[src/rtl/ovp_supervisor.sv]
module ovp_supervisor #(
  parameter int FILTER_COUNT = 5,
  parameter bit FORCE_HIGH   = 1'b1
) (
  input  logic clk,
  input  logic rst,
  input  logic pwm_a_in,
  input  logic pwm_b_in,
  input  logic ov_flag,
  input  logic ov_clear,
  input  logic ref_good,
  input  logic ref_low,
  output logic drive_a,
  output logic drive_b,
  output logic ref_discharge,
  output logic soft_start
);
  localparam int CW = $clog2(FILTER_COUNT + 1);
  localparam logic [CW-1:0] LAST = CW'(FILTER_COUNT - 1);

  typedef enum logic [1:0] {ST_STARTUP, ST_NORMAL, ST_FAULT} mode_t;

  mode_t mode;
  logic [CW-1:0] cnt;
  logic [2:0] sa, sb;
  logic hold, ss_q;
  logic ev, release_ok;

  always_ff @(posedge clk) begin
    if (rst) begin
      sa <= '0;
      sb <= '0;
    end else begin
      sa <= {sa[1:0], pwm_a_in};
      sb <= {sb[1:0], pwm_b_in};
    end
  end

  assign ev = (sa[1] & ~sa[2]) | (sb[1] & ~sb[2]);
  assign release_ok = ref_low & ov_clear;

  always_ff @(posedge clk) begin
    if (rst) begin
      mode <= ST_STARTUP;
      cnt  <= '0;
      hold <= 1'b0;
      ss_q <= 1'b0;
    end else begin
      ss_q <= 1'b0;
      case (mode)
        ST_STARTUP: begin
          cnt <= '0;
          if (ref_good) begin
            mode <= ST_NORMAL;
            hold <= 1'b0;
          end else if (ov_flag) begin
            hold <= 1'b1;
          end
        end
        ST_NORMAL: begin
          if (!ov_flag) cnt <= '0;
          else if (ev) begin
            if (cnt == LAST) begin
              mode <= ST_FAULT;
              cnt  <= '0;
            end else begin
              cnt <= cnt + 1'b1;
            end
          end
        end
        ST_FAULT: begin
          if (release_ok) begin
            mode <= ST_STARTUP;
            ss_q <= 1'b1;
            hold <= 1'b0;
          end
        end
        default: mode <= ST_STARTUP;
      endcase
    end
  end

  logic blank;
  assign blank = (mode == ST_STARTUP) & (hold | ov_flag);

  assign drive_a = (mode == ST_FAULT) ? FORCE_HIGH : (blank ? 1'b0 : sa[1]);
  assign drive_b = (mode == ST_FAULT) ? FORCE_HIGH : (blank ? 1'b0 : sb[1]);
  assign ref_discharge = (mode == ST_FAULT);
  assign soft_start = ss_q;


  latch_cause_chk: assert property (@(posedge clk) disable iff (rst)
    $rose(ref_discharge) |-> $past(mode == ST_NORMAL && ov_flag && ev));


  force_level_chk: assert property (@(posedge clk) disable iff (rst)
    ref_discharge |-> (drive_a == FORCE_HIGH && drive_b == FORCE_HIGH));


  release_cause_chk: assert property (@(posedge clk) disable iff (rst)
    $fell(ref_discharge) |-> ($past(ref_low && ov_clear) && soft_start));


  pulse_width_chk: assert property (@(posedge clk) disable iff (rst)
    soft_start |=> !soft_start);


  count_flush_chk: assert property (@(posedge clk) disable iff (rst)
    (mode == ST_NORMAL && !ov_flag) |=> (cnt == '0));


  startup_blank_chk: assert property (@(posedge clk) disable iff (rst)
    (mode == ST_STARTUP && ov_flag) |-> (!drive_a && !drive_b && !ref_discharge));
endmodule

[config.mk]
export PLATFORM = sky130hd
export DESIGN_NAME = ovp_supervisor
export DESIGN_NICKNAME = d
export VERILOG_FILES = /design/src/rtl/ovp_supervisor.sv
export SDC_FILE = /design/constraint.sdc
export NUM_CORES = 1
export LEC_CHECK = 0
export ABC_CLOCK_PERIOD_IN_PS = 2060
export BUFFER_PORTS_ARGS = -buffer_cell sky130_fd_sc_hd__clkbuf_2
export CAP_MARGIN = 10
export CELL_PAD_IN_SITES_DETAIL_PLACEMENT = 0
export CELL_PAD_IN_SITES_GLOBAL_PLACEMENT = 1
export CORE_MARGIN = 4
export CORE_UTILIZATION = 40
export DETAILED_ROUTE_END_ITERATION = 10
export PLACE_DENSITY_LB_ADDON = 0.1
export SLEW_MARGIN = 20
export SYNTH_ARGS = -nofsm -noshare
export SYNTH_HDL_FRONTEND = slang
export SYNTH_SLANG_ARGS = --single-unit
[constraint.sdc]
create_clock -name clk -period 2.06 [get_ports clk]
set_input_delay 0.412 -clock clk [delete_from_list [all_inputs] [get_ports clk]]
set_output_delay 0.412 -clock clk [all_outputs]
set_load 0.005 [all_outputs]
Word level (Yosys, flattened, before mapping). Index checks and enable logic that the tools add are counted.

Add/subtract/negate cells: 1. Equality and inequality tests: 10. Mux-type cells: 19. Bitwise operators: 9. Reductions and logical operators: 7.

Operator list (number): 2-to-1 mux 2 bit (5); 2-to-1 mux 3 bit (3); 2-to-1 mux 1 bit (8); inequality test 2 bit (second input constant) (4); inequality test 3 bit (second input constant) (2); one-hot mux 2 bit (3 select lines) (1); one-hot mux 3 bit (2 select lines) (1); AND reduction 5 bit (1); AND 1 bit (4); nonzero test 2 bit (2); adder 3 x 1 -> 3 bit (second input constant) (1); equality test 3 bit (second input constant) (1); inverter 1 bit (3); AND reduction 3 bit (1); equality test 2 x 1 -> 1 bit (second input constant) (1); equality test 2 bit (second input constant) (1); logical NOT 2 bit (1); inequality test 2 x 1 -> 1 bit (second input constant) (1); OR 1 bit (2); one-hot mux 1 bit (2 select lines) (1); AND reduction 2 bit (1); OR reduction 2 bit (1).

Flip-flop bits (word level): 13. Input bits: 8. Output and inout bits: 4. Word-level logic and storage cells: 52.

Depth between registers and ports, before layout.
Depth after elaboration: 6. Gate-level depth with buffers: 5. Gate-level depth less buffers: 5.

Worst setup path before layout. No wires, ideal clock.

Path kind: register to register. From: register cnt[0]. To: register cnt[2]. Setup time: 78 ps. Data arrival time: 1147 ps. Required time: 1982 ps. Slack: 836 ps. Stages on the path, launching flop included: 6. Path buffers: 0. Clock period less this slack: 1224 ps. Cells stage by stage: dfxtp_1 inv_1 ha_1 or2_2 o2111a_1 nor3_1.

Cells in the longest elaborated chain, start to end: 5. Elaborated cells on any way between the ends: 6. Those cells by class: 1 x add/sub; 1 x eq/ne; 4 x mux.

RTL lines: from (decl) (line 24) `logic [CW-1:0] cnt;`; from (signal assigned) (line 67) `cnt <= cnt + 1'b1;`; adder 3 x 1 -> 3 bit or equality test 3 bit (tied branches) (line 67, 63); 2-to-1 mux 3 bit * (line 63) `if (cnt == LAST) begin`; 2-to-1 mux 3 bit * (line 62) `else if (ev) begin`; 2-to-1 mux 3 bit * (line 61) `if (!ov_flag) cnt <= '0;`; one-hot mux 3 bit (2 select lines) * (line 50) `case (mode)`.

Mark *: on every way between the ends. The rest lies on a longest branch, timed or not. The select of a mux whose other input is x is not followed. A chain may end at the register's enable or synchronous reset.

Final worst setup path.
From: register mode[1]. To: output port drive_a.

Cells in the longest elaborated chain, start to end: 4. Elaborated cells on any way between the ends: 5. Those cells by class: 1 x eq/ne; 2 x mux; 1 x bitwise; 1 x reduce/logical.

RTL lines: from (decl) (line 23) `mode_t mode;`; from (signal assigned) (line 44) `mode <= ST_STARTUP;`; from (signal assigned) (line 54) `mode <= ST_NORMAL;`; from (signal assigned) (line 64) `mode <= ST_FAULT;`; logical NOT 2 bit (line 84) `assign blank = (mode == ST_STARTUP) & (hold | ov_flag);`; AND 1 bit (line 84); 2-to-1 mux 1 bit (line 86) `assign drive_a = (mode == ST_FAULT) ? FORCE_HIGH : (blank ? 1'b0 : sa[1]);`; 2-to-1 mux 1 bit * (line 86); to (decl) (line 13) `output logic drive_a,`.

Mark *: on every way between the ends. The rest lies on a longest branch, timed or not.

==> results.sh <==
export IMPL_finish_utilization=0.508
export IMPL_synth_nets=76
export IMPL_hpwl_um=770
export IMPL_min_period_ns=1.61
export IMPL_die_x_um=46.5
export IMPL_setup_tns_ns=0
export IMPL_outcome="finished clean"
export IMPL_synth_warnings=0
export IMPL_slew_headroom=0.721
export IMPL_initial_core_util=0.439
export IMPL_firstDrtPassIters=4
export IMPL_insertion_delay_ns=0.27
export IMPL_drive_gt1_frac=0.215
export IMPL_drt_initial_drc_count=8
export IMPL_die_area_um2=2160
export IMPL_num_rows=13
export IMPL_num_io_pins=12
export IMPL_arrival_ns=1.19
export IMPL_detail_route_antenna_nets=0
export IMPL_cp_required_ns=1.65
export IMPL_crit_slowest_cell="dfxtp_1"
export IMPL_overflow=0
export IMPL_clk_path_buf_depth=2
export IMPL_antenna_found_initial=0
export IMPL_slew_viol_final=0
export IMPL_synth_mux_area_frac=0
export IMPL_end_kind="output pin"
export IMPL_finalHoldViolCount=0
export IMPL_wl_mm=1.03
export IMPL_fillCellCount=139
export IMPL_wl_per_cell_um=10.9
export IMPL_synth_cell_type_count=24
export IMPL_fmax_ghz=0.623
export IMPL_post_cts_buffers=0
export IMPL_synth_simple_area_share=0.308
export IMPL_grt_max_degree=15
export IMPL_syn_avg_cell_area_um2=8.99
export IMPL_path_buf_inv=1
export IMPL_synth_top_area_frac=0.439
export IMPL_yosys_area_share_adder=0.0422
export IMPL_synth_area_leaders="dfxtp_1 44%, nor2b_1 9.5%, nand2_1 5.7%"
export IMPL_cts_hold_buffers=0
export IMPL_area_growth_pct=15.6
export IMPL_grt_pass1_wl_mm=1.78
export IMPL_h_tree_depth=1
export IMPL_cp_start_kind="flip-flop"
export IMPL_worst_pin_slew_ns=0.418
export IMPL_crit_fanout=11
export IMPL_globalplace_congestion=0.762
export IMPL_hold_ws_ns=0.352
export IMPL_setup_viol=0
export IMPL_post_route_drc_count=0
export IMPL_port_buffers=11
export IMPL_place_ws_ns=0.687
export IMPL_synth_top_family_by_area="simple AND/OR/NAND/NOR gates"
export IMPL_final_nets=90
export IMPL_numCtsBuffers=3
export IMPL_critPathTopFamily="flip-flops"
export IMPL_ys_seq_area_frac=0.439
export IMPL_fin_crit_sh=0.779
export IMPL_crit_type="flip-flop to output pin"
export IMPL_rsz0062_at_grt="false"
export IMPL_p_per_area_nw_per_um2=654
export IMPL_clock_skew_ns=0.00589
export IMPL_root_buffer="clkbuf_4"
export IMPL_cts_tree="yes"
export IMPL_min_path_type="primary input to flip-flop"
export IMPL_diodes=0
export IMPL_cts_resized=0
export IMPL_synth_area_leader_cell="dfxtp_1"
export IMPL_synthFlopType="dfxtp_1"
export IMPL_max_cap_viol_count=0
export IMPL_synth_async_reset_ratio=0
export IMPL_syn_inst=66
export IMPL_critical_path_max_stage_delay_ns=0.53
export IMPL_synth_edff_count=0
export IMPL_setup_ws_ns=0.455
export IMPL_die_height_um=46.5
export IMPL_synth_xor_area_share=0
export IMPL_vias_per_cell=5.03
export IMPL_synth_compound_area_frac=0.173
export IMPL_grt_total_usage=0.121
export IMPL_leakage_uw=0.000295
export IMPL_ys_seq_elements=13
export IMPL_vdd_drop_max_v=0.000473
export IMPL_core_area_um2=1350
export IMPL_vias=473
export IMPL_grt_pass1_vias=407
export IMPL_path_cells="nand2b_1 -> nand2_1 -> clkbuf_2"
export IMPL_cts_reportedPaths_clkPinSlew_ns=0.08
export IMPL_syn_area_um2=593
export IMPL_cts_num_sinks=13
[final timing paths]
kind,startpoint,endpoint,slack [ns],cells after the start
worst max-delay path,mode[1],drive_a,0.45,3
worst min-delay path,pwm_b_in,sb[0],0.35,2
worst max register to register,cnt[0],cnt[2],0.73,5
worst min register to register,sb[0],sb[1],0.44,1
[final cells by class]
class                           instances  area [um2]  area share
Inverter                                4        15.0      0.0219
Clock buffer                            4        26.3      0.0383
Multi-Input combinational cell         47         310       0.453
Sequential cell                        13         260       0.380
Tap cell                               15        18.8      0.0274
Timing Repair Buffer                   11        55.1      0.0803
[cell usage after synthesis (2+ instances only)]
cell type	instances
dfxtp_1	13
nand2_1	9
nor2b_1	9
inv_1	4
a31oi_1	3
nor2_1	3
o2111ai_1	3
clkbuf_1	2
ha_1	2
nor3_1	2
o21bai_1	2
or4b_1	2
[flip-flops by register name, summed over array words and instances, names as in the netlist]
register,cells
cnt,3
sa,3
sb,3
mode,2
hold,1
soft_start,1
[routing by layer]
metal / vias up / GRT usage / routed length, um
li1: 262 / - / -
met1: 199 / 0.166 / 501
met2: 10 / 0.157 / 463
met3: 2 / 0.0586 / 52
met4: 0 / 0.0511 / 11
met5: - / 0 / 0
[through the flow]
| stage | cells | cell area (um2) | power, uW |
|---|---|---|---|
| floorplan | 66 | 593 | 290 |
| global placement | 90 | 659 | 304 |
| detailed placement | 90 | 659 | 304 |
| CTS | 94 | 686 | 459 |
| global route | 94 | 686 | 478 |
| finish | 94 | 686 | 448 |
[layout by cell type (no fill, tap or decap), types with 2 or more instances in the layout]
cell type  synthesis  final
nand2_1            9      9
ha_1               2      2
nor2b_1            9      9
or4b_1             2      2
inv_1              4      4
clkbuf_4           0      3
clkbuf_2           0     11
o21bai_1           2      2
a31oi_1            3      3
nor3_1             2      2
o2111ai_1          3      3
nor2_1             3      3
dfxtp_1           13     13
[logic make-up after synthesis]
family          after synthesis
compound gates               13
fa+ha+maj                     2
buf+inv                       6
flops                        13
simple gates                 32
[report_power, final]
part / switching [uW] / leakage (uW) / internal, uW
logic: 16.4 / 0.000174 / 17.7
clock network: 75.6 / 0.0000150 / 74.9
registers: 4.86 / 0.000106 / 259
total: 97.0 / 0.000295 / 351
(Power assumes the default switching activity.)
